<file path="config.mk">
export PLATFORM = sky130hd
export DESIGN_NAME = acc_pair_limiter
export DESIGN_NICKNAME = d
export VERILOG_FILES = /design/src/rtl/acc_pair_limiter.sv
export SDC_FILE = /design/constraint.sdc
export NUM_CORES = 1
export LEC_CHECK = 0
export ABC_AREA = 1
export BUFFER_PORTS_ARGS = -buffer_cell sky130_fd_sc_hd__buf_4
export CAP_MARGIN = 40
export CORE_UTILIZATION = 35
export CTS_BUF_LIST = sky130_fd_sc_hd__clkbuf_4
export DETAILED_ROUTE_END_ITERATION = 16
export PLACE_DENSITY = 0.65
export SLEW_MARGIN = 10
export SYNTH_ARGS = -nofsm -noshare
export SYNTH_HDL_FRONTEND = slang
export SYNTH_SLANG_ARGS = --single-unit
</file>
<file path="constraint.sdc">
create_clock -name clk -period 8.95 [get_ports clk]
set_input_delay 1.79 -clock clk [delete_from_list [all_inputs] [get_ports clk]]
set_output_delay 1.79 -clock clk [all_outputs]
set_load 0.005 [all_outputs]
</file>
<file path="src/rtl/acc_pair_limiter.sv">
module acc_pair_limiter #(
  parameter int EXT_W  = 8,
  parameter int WORD_W = 24
) (
  input  logic                  clk,
  input  logic                  rst_n,
  input  logic                  wr_en,
  input  logic                  wr_sel,
  input  logic [1:0]            wr_size,
  input  logic [2*WORD_W-1:0]   wr_data,
  input  logic                  rd_en,
  input  logic                  rd_sel,
  input  logic [1:0]            rd_size,
  output logic [2*WORD_W-1:0]   rd_data,
  input  logic                  limit_clr,
  output logic                  limit_flag
);
  localparam int LONG_W = 2 * WORD_W;
  localparam int ACC_W  = EXT_W + LONG_W;
  localparam logic [WORD_W-1:0] WORD_MAX = {1'b0, {(WORD_W-1){1'b1}}};
  localparam logic [WORD_W-1:0] WORD_MIN = {1'b1, {(WORD_W-1){1'b0}}};
  localparam logic [LONG_W-1:0] LONG_MAX = {1'b0, {(LONG_W-1){1'b1}}};
  localparam logic [LONG_W-1:0] LONG_MIN = {1'b1, {(LONG_W-1){1'b0}}};

  logic [ACC_W-1:0] acc_q [2];
  logic [ACC_W-1:0] rd_acc;
  logic             in_use, neg, clamping;

  always_ff @(posedge clk) begin
    if (!rst_n) begin
      acc_q[0] <= '0;
      acc_q[1] <= '0;
    end else if (wr_en) begin
      case (wr_size)
        2'd0: acc_q[wr_sel] <= {{EXT_W{wr_data[WORD_W-1]}}, wr_data[WORD_W-1:0], {WORD_W{1'b0}}};
        2'd1: acc_q[wr_sel] <= {{EXT_W{wr_data[LONG_W-1]}}, wr_data};
        2'd2: acc_q[wr_sel][ACC_W-1:LONG_W] <= wr_data[EXT_W-1:0];
        default: ;
      endcase
    end
  end

  assign rd_acc   = acc_q[rd_sel];
  assign neg      = rd_acc[ACC_W-1];
  assign in_use   = !(&rd_acc[ACC_W-1:LONG_W-1]) && (|rd_acc[ACC_W-1:LONG_W-1]);
  assign clamping = in_use && (rd_size == 2'd0 || rd_size == 2'd1);

  always_comb begin
    rd_data = '0;
    case (rd_size)
      2'd0: rd_data[WORD_W-1:0] = in_use ? (neg ? WORD_MIN : WORD_MAX) : rd_acc[LONG_W-1:WORD_W];
      2'd1: rd_data = in_use ? (neg ? LONG_MIN : LONG_MAX) : rd_acc[LONG_W-1:0];
      2'd2: rd_data[EXT_W-1:0] = rd_acc[ACC_W-1:LONG_W];
      default: ;
    endcase
  end

  always_ff @(posedge clk) begin
    if (!rst_n)                   limit_flag <= 1'b0;
    else if (rd_en && clamping)   limit_flag <= 1'b1;
    else if (limit_clr)           limit_flag <= 1'b0;
  end

  a_r2_word_write: assert property (@(posedge clk) disable iff (!rst_n)
    wr_en && wr_size == 2'd0 && !wr_sel |=>
      acc_q[0] == {{EXT_W{$past(wr_data[WORD_W-1])}}, $past(wr_data[WORD_W-1:0]), {WORD_W{1'b0}}});
  a_r3_long_write: assert property (@(posedge clk) disable iff (!rst_n)
    wr_en && wr_size == 2'd1 && wr_sel |=>
      acc_q[1] == {{EXT_W{$past(wr_data[LONG_W-1])}}, $past(wr_data)});
  a_r10_flag_set: assert property (@(posedge clk) disable iff (!rst_n)
    rd_en && clamping |=> limit_flag);
  a_r11_flag_clear: assert property (@(posedge clk) disable iff (!rst_n)
    limit_clr && !(rd_en && clamping) |=> !limit_flag);
  a_r12_other_kept: assert property (@(posedge clk) disable iff (!rst_n)
    wr_en && !wr_sel |=> $stable(acc_q[1]));
endmodule

</file>
==> flow_results.org, run 1 <==
** Synth
- Part of the Yosys area used for sequential elements :: 0.560
- Syn nets :: 761
- The mapped netlist covers 6040 µm².
- The cell count after synthesis came out at 702.
- Each instance of the synthesized netlist takes up on average 8.60 µm².
- Yosys warning total :: 0
- Counting flops and latches in the post-synthesis netlist gives 113.
- Distinct cell type count of the synthesized netlist :: 27

** Critical path
- Measured in cells, the most critical reg-to-reg path has a length of 8.
- The critical path is of the in2out type.
- Across all register-to-register paths, the minimum setup slack is 7.64 ns.
- Worst R2R End :: limit_flag
- Kind of launch point of the worst setup path :: input pin
- STA classifies the critical path endpoint as a primary output.
- In this run the critical register-to-register path is launched from acc_q[1][55].
- At the worst endpoint, the required time is 7.16 ns.
- Highest fanout seen on the critical path :: 63
- Arrival time at the worst endpoint :: 4.48 ns

** Drt
- In this run the remaining antenna-violating nets after routing total 0.
- Drt via density :: 4.84
- The detailed router finished its first iteration with 348 violations.
- The routed layout has 4999 vias.
- Drt first pass iters :: 6
- DRC violation count after routing :: 0
- Dividing the detail-routed wire length by the instance count gives 15.8 µm.
- After detailed routing, the total wire length is 16.3 mm.

** Clock network
- The clock passes through at most 2 buffers.
- Inserted Clock Buffers :: 17
- The cell sitting at the root of the clock tree is a sky130_fd_sc_hd__clkbuf_4.
- Clock latency on the worst-skew pair, taken at its later pin, is 0.52 ns.
- Hold repair after CTS inserted 0 buffers.
- Clock-pin slew was measured on the worst setup and hold paths at 0.12 ns.
- In this run, post-CTS repair resized a total of 0 instances.
- Clock tree from TritonCTS :: yes
- Buffers added to address setup during post-CTS repair amount to 0.
- Number of levels the H-tree was split into :: 4
- Number of clock sinks :: 113

** Min path
- The tightest min-delay check is of the reg2reg type.
- The path with the worst hold slack has its endpoint at limit_flag.
- Worst Min Path Start :: limit_flag
- The worst hold path passes through 2 cells.

** Pwr
- Of the total power, registers draw 0.526.
- Cell-internal power :: 879 µW
- LEAKAGE :: 3.23 nW
- In this run the power spent charging and discharging nets is 315 µW.
- Of the total power, combinational logic draws 0.145.
- Power share of the clock group :: 0.329
- Of the total power, the share spent switching nets is 0.264.
- IR analysis of the VDD net gives a maximum drop of 0.0795 mV.
- Dividing total power by cell area gives a power density of 163 nW/µm².

** GRT
- In the global route stage, overall resource usage came out at 0.190.
- In the global route stage, met2 resource usage came out at 0.323.
- Antenna violations before repair :: 1
- The number of global-route vias before repair was 4814.
- Met3 Usage GRT :: 0.0434
- Met1 layer usage reported by global route :: 0.237
- For this run the aggregate overflow at the end of global routing stands at 0.
- Largest net degree at the start of global routing :: 64
- First-pass GRT wire length :: 25.3 mm
- met2 is the most crowded layer.

** Timing
- Worst slew margin :: 0.470
- Final setup violation count :: 0
- Number of pins exceeding their max-slew limit in the final report :: 0
- Fin Clk Skew :: 0.0120 ns
- The final count of hold timing violations came to 0.
- Setup repair after global routing missed its margin :: false
- Derived from the worst setup path, the maximum achievable clock frequency is 159 MHz.
- Part of the cycle the worst path needs :: 0.701
- Transition time at the pin with the least slew margin :: 0.796 ns
- In the final timing run, aggregate negative setup slack is 0 ns.
- Counting I/O delays and the setup requirement, the final critical path takes 6.27 ns.

** Final layout
- Non-filler cells, final :: 1033
- The net count of the finished layout is 858.
- In the final layout, the share of cells above drive strength 1 is 0.203.
- Measured on the finished design, the core utilization comes to 0.438.
- Final design instance area without fill :: 7320 µm²
- Area added between synthesis and finish :: 21.2%

** Place
- Once detailed placement completed, the half-perimeter wirelength came to 10.5 mm.
- Quantity of I/O buffers inserted on ports :: 107
- Once placement finished, the instance area stood at 7020 µm².
- After detailed placement, the design holds a cell count of 1000.
- Placer congestion estimate :: 0.800

** Floorplan
- During I/O placement, the number of pins put on the boundary was 108.
- Y dimension of the die :: 133 µm
- Row generation in the floorplan step produced 47 rows.
- Initial core utilization :: 0.361
- In this run the standard cell core region covers 16700 µm².
- Horiz. Die Dim :: 133 µm
- Die footprint :: 17800 µm²

** Run
- Max-cap violations :: 0

** Run status
- The run finished with clean final reports.
[worst max path at each step]
| stage | end | startpoint | slack [ns] | cells past startpoint |
|---|---|---|---|---|
| after floorplan | rd_data[7] | rd_sel | 4.19 | 12 |
| after global placement | rd_data[8] | rd_sel | 2.42 | 11 |
| after detailed placement | rd_data[45] | rd_sel | 2.68 | 13 |
| after CTS | rd_data[8] | rd_sel | 2.67 | 12 |
| after global routing | rd_data[41] | rd_sel | 2.43 | 13 |
| final | rd_data[8] | rd_sel | 2.68 | 12 |
[cells in the mapped netlist, drive strengths merged]
cell	number	share of area
a21boi	1	0.0012
nand3b	1	0.0012
clkinv	1	0.00062
inv	33	0.021
mux2i	32	0.053
nor2	182	0.11
clkbuf	15	0.0095
o21ai	18	0.015
buf	24	0.031
nand3	24	0.020
nand4	1	0.0010
o21a	1	0.0012
and2	1	0.0010
dfxtp	1	0.0033
nand2	227	0.14
a21oi	28	0.026
edfxtp	112	0.56
[power groups by stage]
stage / Sequential (mW) / Clock, mW / Combinational (mW)
global route: 0.632 / 0.421 / 0.191
detailed placement: 0.641 / 0 / 0.174
floorplan: 0.639 / 0 / 0.0936
CTS: 0.629 / 0.396 / 0.175
global placement: 0.640 / 0 / 0.171
finish: 0.628 / 0.393 / 0.173
[worst max-delay path, cell delays in order]
cell                      delay, ns
sky130_fd_sc_hd__buf_4         0.59
sky130_fd_sc_hd__inv_6         0.34
sky130_fd_sc_hd__nand2_1       0.14
sky130_fd_sc_hd__nand2_1       0.10
sky130_fd_sc_hd__nor2_1        0.12
sky130_fd_sc_hd__nand3_1       0.13
sky130_fd_sc_hd__nand2_2       0.49
sky130_fd_sc_hd__buf_16        0.25
sky130_fd_sc_hd__o21ai_0       0.14
sky130_fd_sc_hd__nand2_1       0.12
sky130_fd_sc_hd__nand2_1       0.06
sky130_fd_sc_hd__buf_4         0.14
[placed cells by master (no fill, tap or decap), types with 2 or more instances in the layout]
cell	instances
sky130_fd_sc_hd__bufinv_16	3
sky130_fd_sc_hd__nand2_1	215
sky130_fd_sc_hd__o21ai_0	16
sky130_fd_sc_hd__clkbuf_4	17
sky130_fd_sc_hd__a21oi_1	26
sky130_fd_sc_hd__nor2_1	182
sky130_fd_sc_hd__buf_16	3
sky130_fd_sc_hd__buf_4	114
sky130_fd_sc_hd__clkinv_1	2
sky130_fd_sc_hd__inv_1	31
sky130_fd_sc_hd__mux2i_1	32
sky130_fd_sc_hd__clkinvlp_4	5
sky130_fd_sc_hd__clkinv_2	4
sky130_fd_sc_hd__clkinv_4	2
sky130_fd_sc_hd__nand3_1	23
sky130_fd_sc_hd__o21ai_1	2
sky130_fd_sc_hd__edfxtp_1	112
sky130_fd_sc_hd__nand2_2	12
[cell families after synthesis]
kind of cell           after synthesis  share of synthesized area
buffers and inverters               73                     0.0622
multiplexers                        32                     0.0531
AND/OR/NAND/NOR                    436                      0.281
AO/OA/AOI/OAI                       48                     0.0431
flip-flops                         113                      0.560
[registers in the layout, summed over array words and instances (netlist names)]
| name | cells |
|---|---|
| limit_flag | 1 |
| acc_q | 112 |
[area by class of cell]
class	instances	area, µm²
Antenna cell	1	2.50
Clock buffer	17	128
Clock inverter	15	169
Fill cell	1700	9380
Inverter	34	133
Multi-Input combinational cell	516	2290
Sequential cell	113	3380
Tap cell	220	275
Timing Repair Buffer	117	938
[per-layer routing]
metal,vias to the layer above,wire length (µm)
met5,-,0
met4,0,246
met3,17,993
met2,189,8110
met1,2309,6930
li1,2484,-
[per-stage QoR]
stage | hold slack (ns) | total power [mW] | setup WS (ns)
detailed placement | 0.474 | 0.815 | 2.68
global route | 0.563 | 1.24 | 2.43
CTS | 0.490 | 1.20 | 2.67
finish | 0.489 | 1.19 | 2.68
floorplan | 0.467 | 0.733 | 4.19
global placement | 0.472 | 0.810 | 2.42
Power figures use the tool's default switching activity.
==> run 2, diff against run 1 <==
- ABC_AREA: 1 -> 0
- PLACE_DENSITY: 0.65 -> 0.66
- clock period: 8.95 -> 6.44 ns (I/O delays scaled with it)
==> run 2 against run 1 <==
- wire length is 11% lower
- first-iteration DRC count down 16%
- sequential cell count is the same
- sequential power is 40% higher
- via count decreased by 18%
- global-route usage decreased by 1.2 points
- synthesized cell count down 34%
==> flow_results.org, run 2 <==
** Drt
- The detailed-route via count came to 4087 (-18%).
- Number of design-rule violations left by the first detailed-router iteration :: 294 (-16%)
- The average vias per placed instance was 5.15 (+6.5%).
- The detailed-route DRC error count is 0 (unchanged).
- The detail-routed net length per standard cell was 18.2 µm (+16%).
- Antenna violation net count after detailed routing :: 0 (unchanged)
- The first-pass iteration count of the detailed router came to 5 (-1).
- The detailed-route wire length was 14.5 mm (-11%).

** Final layout
- Largest registers in the final layout :: acc_q x112, limit_flag x1
- Number of flip-flops under the largest register name :: 112 (unchanged)
- The library cells used most frequently in the layout, excluding fill and tap cells, are 113 x sky130_fd_sc_hd__buf_4, 112 x sky130_fd_sc_hd__edfxtp_1, 77 x sky130_fd_sc_hd__mux2i_1.
- The final cell utilization of the core came to 0.442 (+0.00363).
- Area added between synthesis and finish :: 22.3%
- The filler cell count in the final layout came to 1528 (-10%).
- acc_q holds more flip-flops than any other register.
- The final cell count without fillers is 793 (-23%).
- Final design instance area without fill :: 7070 µm² (-3.4%)
- The library cell used most frequently in the layout, excluding fill and tap cells, is sky130_fd_sc_hd__buf_4.
- Fraction of layout instances using a drive strength above 1 :: 0.280 (+0.0763)
- Number of nets in the layout :: 622 (-28%)

** Floorplan
- Total number of placement rows :: 46 (-2.1%)
- The die area was 17000 µm² (-4.2%).
- The vertical die dimension came to 131 µm (-2.1%).
- The top-level I/O count is 108 (unchanged).
- The overall die width is 131 µm (-2.1%).
- Core outline area :: 16000 µm² (-4.2%)
- Initial core utilization :: 0.361 (about the same)

** Pwr
- Worst vdd rail ir drop :: 0.103 mV (+29%)
- The post-route total power is 1.68 mW (+41%).
- The static leakage came to 2.92 nW (-9.7%).
- Power per Cell Area :: 237 nW/µm² (+46%)

** Synth
- Syn nets :: 522 (-31%)
- In the post-synthesis netlist, the biggest area contributors are sky130_fd_sc_hd__edfxtp_1 58%, sky130_fd_sc_hd__mux2i_1 13%, sky130_fd_sc_hd__and2_1 5.3%.
- Area leader, netlist :: sky130_fd_sc_hd__edfxtp_1
- The number of warnings printed during yosys synthesis came to 0 (unchanged).
- Leading post-synthesis cells by instance count :: 112 x sky130_fd_sc_hd__edfxtp_1, 77 x sky130_fd_sc_hd__mux2i_1, 75 x sky130_fd_sc_hd__nor2_1
- Part of the Yosys area used for sequential elements :: 0.585 (+0.0250)
- The synthesized instance count is 463 (-34%).
- Share of the synthesized area in the top cell type :: 0.582 (+0.0248)
- Count of state elements after synthesis :: 113 (unchanged)
- Dominant synthesized flop cell :: sky130_fd_sc_hd__edfxtp_1
- The number of enable-type register cells in the synthesized netlist came to 112 (unchanged).
- The share of synthesized flip-flops with an asynchronous set or reset is 0 (unchanged).
- Count leader, synth :: sky130_fd_sc_hd__edfxtp_1
- Avg Cell Area, Syn :: 12.5 µm² (+45%)
- Mapped Area :: 5780 µm² (-4.3%)
- The distinct cell type count after synthesis is 45 (+67%).

** Critical path
- The worst register-to-register path ends at limit_flag.
- Kind of launch point of the worst setup path :: input pin
- Type of the worst setup path :: in2out
- The cell depth of the worst flop-to-flop path is 5 (-3).
- Highest fanout seen on the critical path :: 43 (-32%)
- The critical path required time is 5.15 ns (-2.01 ns).
- FF-to-FF setup slack :: 4.49 ns (-3.15 ns)
- STA classifies the critical path endpoint as a primary output.
- Arrival time at the worst endpoint :: 3.63 ns (-0.85 ns)
- The startpoint identified for the worst register-to-register timing path is acc_q[1][51].

** Timing
- The least setup slack across all paths after layout was 1.52 ns (-1.16 ns).
- Worst slew margin :: 0.536 (+0.0663)
- The final hold slack is 0.505 ns (+0.0157 ns).
- Final setup violation count :: 0 (unchanged)
- The worst clock skew is 0.0120 ns (-0.0000150 ns).
- Setup repair after global routing missed its margin :: false
- Total negative slack :: 0 ns (unchanged)
- Of the available clock period, the critical path in the final layout requires 0.764.
- The final count of hold timing violations came to 0 (unchanged).
- Number of pins exceeding their max-slew limit in the final report :: 0 (unchanged)
- Fin crit period :: 4.92 ns
- Maximum clock frequency :: 203 MHz
- Transition time at the pin with the least slew margin :: 0.696 ns (-0.0995 ns)

** Min path
- In this run the most critical hold path is launched from limit_flag.
- Worst Hold Path Cells :: 2 (unchanged)
- The min-delay analysis places its worst path in the category reg2reg.
- Hold Path Sink :: limit_flag

** Clock network
- Number of setup buffers added after CTS :: 0 (unchanged)
- TritonCTS built the clock tree.
- The tree is rooted in a sky130_fd_sc_hd__clkbuf_4.
- Max Root-Sink Buffers :: 2 (unchanged)
- The CTS buffer count came to 17 (unchanged).
- Post-cts hold buffer count :: 0 (unchanged)
- The sink count of the clock tree came to 113 (unchanged).
- The post-cts sizing count came to 0 (unchanged).
- Number of levels the H-tree was split into :: 4 (unchanged)
- The clock latency reported for the late side of the worst-skew pair came to 0.50 ns (-0.02 ns).
- The clock transition at the registers of the reported paths is 0.11 ns (about the same).

** Place
- HPWL after detailed placement :: 9.78 mm (-6.7%)
- The weighted congestion at the end of routability-driven global placement is 0.849 (+6.1%).
- Instance area at placement :: 6760 µm² (-3.7%)
- The number of port buffers is 107 (unchanged).
- The worst slack at placement is 1.53 ns (-1.15 ns).
- Post-placement cell count :: 760 (-24%)

** GRT
- The pin count of the biggest net entering global routing was 49 (-23%).
- The initial antenna violation count came to 1 (unchanged).
- Overflow after GRT :: 0 (unchanged)
- Vias in the first global route :: 4094 (-15%)
- First-pass GRT wire length :: 22.1 mm (-12%)
- The aggregate global-route resource usage was 0.178 (-0.0123).

** Run
- The number of max-cap violations was 0 (unchanged).

** Run status
- The run finished with clean final reports.
[run 2: cell types whose count changed after synthesis, sizes merged, moves of 3 or more]
cell / previous run / this run
or4: 0 / 3
nand3: 24 / 3
and2: 1 / 51
inv: 33 / 3
a31oi: 0 / 5
nand2: 227 / 10
nand4: 1 / 4
mux2i: 32 / 77
or3: 0 / 3
o221ai: 0 / 20
nand2b: 0 / 3
o21ai: 18 / 2
a41oi: 0 / 8
nor2: 182 / 75
[run 2: critical path, cell delays in order]
cell	delay, ns
sky130_fd_sc_hd__buf_4	0.28
sky130_fd_sc_hd__buf_16	0.31
sky130_fd_sc_hd__nor4_2	0.10
sky130_fd_sc_hd__o221ai_2	0.55
sky130_fd_sc_hd__nand3_2	0.61
sky130_fd_sc_hd__o211ai_1	0.32
sky130_fd_sc_hd__buf_4	0.16
[run 2: layout make-up]
| type | instances | area [µm²] | area share |
|---|---|---|---|
| Clock buffer | 18 | 135 | 0.0191 |
| Clock inverter | 14 | 170 | 0.0241 |
| Timing Repair Buffer | 117 | 917 | 0.130 |
| Inverter | 4 | 15.0 | 0.00212 |
| Multi-Input combinational cell | 310 | 2180 | 0.308 |
| Sequential cell | 113 | 3380 | 0.478 |
| Antenna cell | 1 | 2.50 | 0.000354 |
| Tap cell | 216 | 270 | 0.0382 |
[run 2: worst max path at each step]
stage / slack (ns) / endpoint / start / cells past startpoint
finish: 1.52 / rd_data[7] / rd_sel / 7
global route: 1.41 / rd_data[7] / rd_sel / 7
CTS: 1.52 / rd_data[7] / rd_sel / 7
detailed placement: 1.53 / rd_data[7] / rd_sel / 7
global placement: 1.38 / rd_data[21] / rd_sel / 6
floorplan: 2.50 / rd_data[27] / rd_sel / 7
[run 2: layer usage]
metal  track usage  part of all wire  up-vias
met2         0.310              0.50      144
met1         0.216              0.42     1988
met4        0.0622             0.012        0
met5             0                 0        -
met3        0.0395             0.067       11
li1              -                 -     1944
[run 2: cells by family (layout without fill, tap and decap cells)]
kind of cell | after synthesis | after routing | share of synthesized area
muxes | 79 | 79 | 0.141
and+or+nand+nor | 160 | 160 | 0.145
other | 0 | 1 | 0
AOI/OAI and AO/OA | 71 | 71 | 0.0885
buffers and inverters | 40 | 153 | 0.0394
DFF | 113 | 113 | 0.585
[run 2: power breakdown]
| group | internal, mW | switching [mW] | total (mW) |
|---|---|---|---|
| logic | 0.107 | 0.124 | 0.231 |
| clock network | 0.304 | 0.266 | 0.570 |
| registers | 0.860 | 0.0175 | 0.878 |
| total | 1.27 | 0.408 | 1.68 |
==> run 3, diff against run 2 <==
- clock period: 6.44 -> 4.8 ns (I/O delays scaled with it)
==> run 3 against run 2 <==
- cell count rose by 0.13%
- register-to-register slack got worse by 1.7 ns
- power rose by 29%
- design area fell by 0.58%
- sequential cell count did not move
- wire length fell by 1.4%
- critical path type unchanged
- core utilization fell by 0.26 points
- setup slack got worse by 0.98 ns
- sequential share of layout area rose by 0.28 points
==> flow_results.org, run 3 (synthesized netlist as in run 2, its figures left out) <==
** Run status
- The run finished with clean final reports.

** Pwr
- Final Power :: 2.16 mW (+29%)
- The peak ir drop on the vdd network came to 0.114 mV (+11%).
- Power share of the clock group :: 0.313 (-0.027)
- The switching component of the power is 566 µW (+39%).
- The proportion of power drawn by combinational gates came to 0.143 (+0.005).
- Power share of the sequential group :: 0.544 (+0.021)
- LEAKAGE :: 2.89 nW (-1.1%)
- Switching share of power :: 0.261 (+0.0186)
- The cell-internal power was 1.60 mW (+26%).
- The power density normalized to cell area is 308 nW/µm² (+30%).

** Place
- The number of port buffers is 107 (unchanged).
- The number of cells after detailed placement came to 761 (+0.13%).
- The post-place instance area came to 6750 µm² (-0.13%).
- The weighted congestion at the end of routability-driven global placement came to 0.850 (+0.12%).
- The HPWL reported at the end of detailed placement came to 9.82 mm (+0.41%).
- Worst setup slack after placement :: 0.564 ns (-0.967 ns)

** Timing
- Counting I/O delays and the setup requirement, the final critical path takes 4.26 ns.
- The headroom to the max-slew limit is 0.522 (-0.0139).
- Setup repair after global routing left no endpoint under its margin.
- Of the available clock period, the critical path in the final layout requires 0.887.
- Number of pins exceeding their max-slew limit in the final report :: 0 (unchanged)
- Fin Clk Skew :: 0.0137 ns (+0.00164 ns)
- Maximum clock frequency :: 235 MHz
- Total negative slack :: 0 ns (unchanged)
- The least setup slack across all paths after layout was 0.541 ns (-0.978 ns).
- Transition time at the pin with the least slew margin :: 0.717 ns (+0.0209 ns)
- The total setup violations reported at the end of the flow was 0 (unchanged).
- Number of endpoints with negative hold slack in the final report :: 0 (unchanged)
- Worst hold slack after final layout :: 0.497 ns (-0.00787 ns)

** Final layout
- Fraction of layout instances using a drive strength above 1 :: 0.282 (+0.00298)
- More flip-flops sit in one register than any other, and that register is acc_q.
- Number of flip-flops under the largest register name :: 112 (unchanged)
- The number of nets in the finished design came to 623 (+0.16%).
- Leaving out fill and tap cells, the most frequent cell in the layout is sky130_fd_sc_hd__buf_4.
- Area added between synthesis and finish :: 21.6%
- The final cell utilization of the core came to 0.439 (-0.00258).
- Non-filler cells, final :: 794 (+0.13%)
- The final non-filler cell area came to 7030 µm² (-0.58%).
- The filler cell count in the final layout is 1541 (+0.85%).
- Most frequent cells in the layout :: 115 x sky130_fd_sc_hd__buf_4, 112 x sky130_fd_sc_hd__edfxtp_1, 77 x sky130_fd_sc_hd__mux2i_1
- Largest registers in the final layout :: acc_q x112, limit_flag x1

** Clock network
- Number of setup buffers added after CTS :: 0 (unchanged)
- The H-tree depth reported by CTS is 4 (unchanged).
- The sink count of the clock tree was 113 (unchanged).
- Max Root-Sink Buffers :: 2 (unchanged)
- The CTS buffer count is 17 (unchanged).
- # resized after CTS :: 0 (unchanged)
- Cell at the root of the clock tree :: sky130_fd_sc_hd__clkbuf_4
- The clock transition at the registers of the reported paths is 0.12 ns (about the same).
- Clock tree from TritonCTS :: yes
- Worst skew pair latency :: 0.52 ns (+0.02 ns)
- Post-cts hold buffer count :: 0 (unchanged)

** GRT
- The aggregate global-route resource usage is 0.173 (-0.00439).
- The number of global-route vias before repair came to 3984 (-2.7%).
- First-pass GRT wire length :: 21.6 mm (-2.5%)
- Largest net degree at the start of global routing :: 28 (-43%)
- Overflow after GRT :: 0 (unchanged)
- The initial antenna violation count came to 1 (unchanged).

** Critical path
- Worst endpoint required time :: 3.84 ns (-1.31 ns)
- The cell depth of the worst flop-to-flop path was 5 (unchanged).
- Worst r2r src :: acc_q[1][51]
- FF-to-FF setup slack :: 2.84 ns (-1.65 ns)
- The worst setup path is of the in2out kind.
- Source of the critical timing path :: rd_sel
- Highest fanout seen on the critical path :: 27 (-37%)
- Arrival time at the worst endpoint :: 3.30 ns (-0.33 ns)
- Worst Setup End Kind :: primary output
- Kind of launch point of the worst setup path :: input pin
- Worst R2R End :: limit_flag

** Floorplan
- Die footprint :: 17000 µm² (unchanged)
- The overall die width is 131 µm (unchanged).
- The initial cell density of the core is 0.361 (unchanged).
- The number of core rows came to 46 (unchanged).
- The vertical die dimension was 131 µm (unchanged).
- The top-level I/O count came to 108 (unchanged).
- Core outline area :: 16000 µm² (unchanged)

** Run
- Max-cap violations :: 0 (unchanged)

** Min path
- The worst hold path terminates at limit_flag.
- Worst Hold Path Cells :: 2 (unchanged)
- The startpoint identified for the worst hold timing path is limit_flag.
- Worst hold path class :: reg2reg

** Drt
- DRC violation count after routing :: 0 (unchanged)
- The detailed-route via count is 4107 (+0.49%).
- The first-pass iteration count of the detailed router was 5 (unchanged).
- Detail-routed net length per standard cell :: 18.0 µm (-1.5%)
- Detailed-route wire length :: 14.3 mm (-1.4%)
- The remaining antenna violation count was 0 (unchanged).
- The initial DRC count came to 235 (-20%).
- The average vias per placed instance came to 5.17 (+0.36%).
[run 3: changes by cell type in the layout (fill, tap and decap cells not counted)]
| cell | delta |
|---|---|
| sky130_fd_sc_hd__clkinvlp_4 | +3 |
| sky130_fd_sc_hd__buf_8 | +1 |
| sky130_fd_sc_hd__clkinv_4 | +3 |
| sky130_fd_sc_hd__buf_4 | +2 |
| sky130_fd_sc_hd__buf_16 | -1 |
| sky130_fd_sc_hd__buf_6 | -1 |
| sky130_fd_sc_hd__bufinv_16 | -2 |
| sky130_fd_sc_hd__clkinv_1 | -1 |
| sky130_fd_sc_hd__clkbuf_4 | -1 |
| sky130_fd_sc_hd__clkinv_2 | -2 |
[run 3: routing by layer]
layer / part of all wire / up-vias / track usage
met1: 0.45 / 1999 / 0.222
met2: 0.48 / 143 / 0.289
met3: 0.053 / 16 / 0.0371
met4: 0.018 / 0 / 0.0629
met5: 0 / - / 0
li1: - / 1949 / -
[run 3: power by group through the flow]
stage	clock [mW]	combinational, mW	sequential, mW
after CTS	0.689	0.312	1.18
after floorplan	0	0.163	1.19
after global placement	0	0.304	1.20
after global routing	0.730	0.336	1.19
final	0.677	0.309	1.18
after detailed placement	0	0.311	1.20
[run 3: worst max-delay path by stage]
stage               depth (start not counted)  slack [ns]           to
floorplan                                   7        1.52  rd_data[27]
CTS                                         7        0.56  rd_data[19]
global route                                7        0.41  rd_data[19]
finish                                      7        0.54  rd_data[19]
global placement                            7        0.67   rd_data[7]
detailed placement                          7        0.56  rd_data[19]
[run 3: final cells by class]
| class | instances | area (µm²) | share of cell area |
|---|---|---|---|
| Tap cell | 216 | 270 | 0.0384 |
| Inverter | 4 | 15.0 | 0.00214 |
| Sequential cell | 113 | 3380 | 0.481 |
| Clock buffer | 17 | 128 | 0.0182 |
| Antenna cell | 1 | 2.50 | 0.000356 |
| Timing Repair Buffer | 118 | 908 | 0.129 |
| Clock inverter | 15 | 145 | 0.0206 |
| Multi-Input combinational cell | 310 | 2180 | 0.310 |
[run 3: critical path: stages]
cell                       delay [ns]
sky130_fd_sc_hd__buf_4           0.18
sky130_fd_sc_hd__buf_4           0.44
sky130_fd_sc_hd__nor4_2          0.12
sky130_fd_sc_hd__o221ai_2        0.54
sky130_fd_sc_hd__nand3_2         0.61
sky130_fd_sc_hd__o221ai_1        0.27
sky130_fd_sc_hd__buf_4           0.16
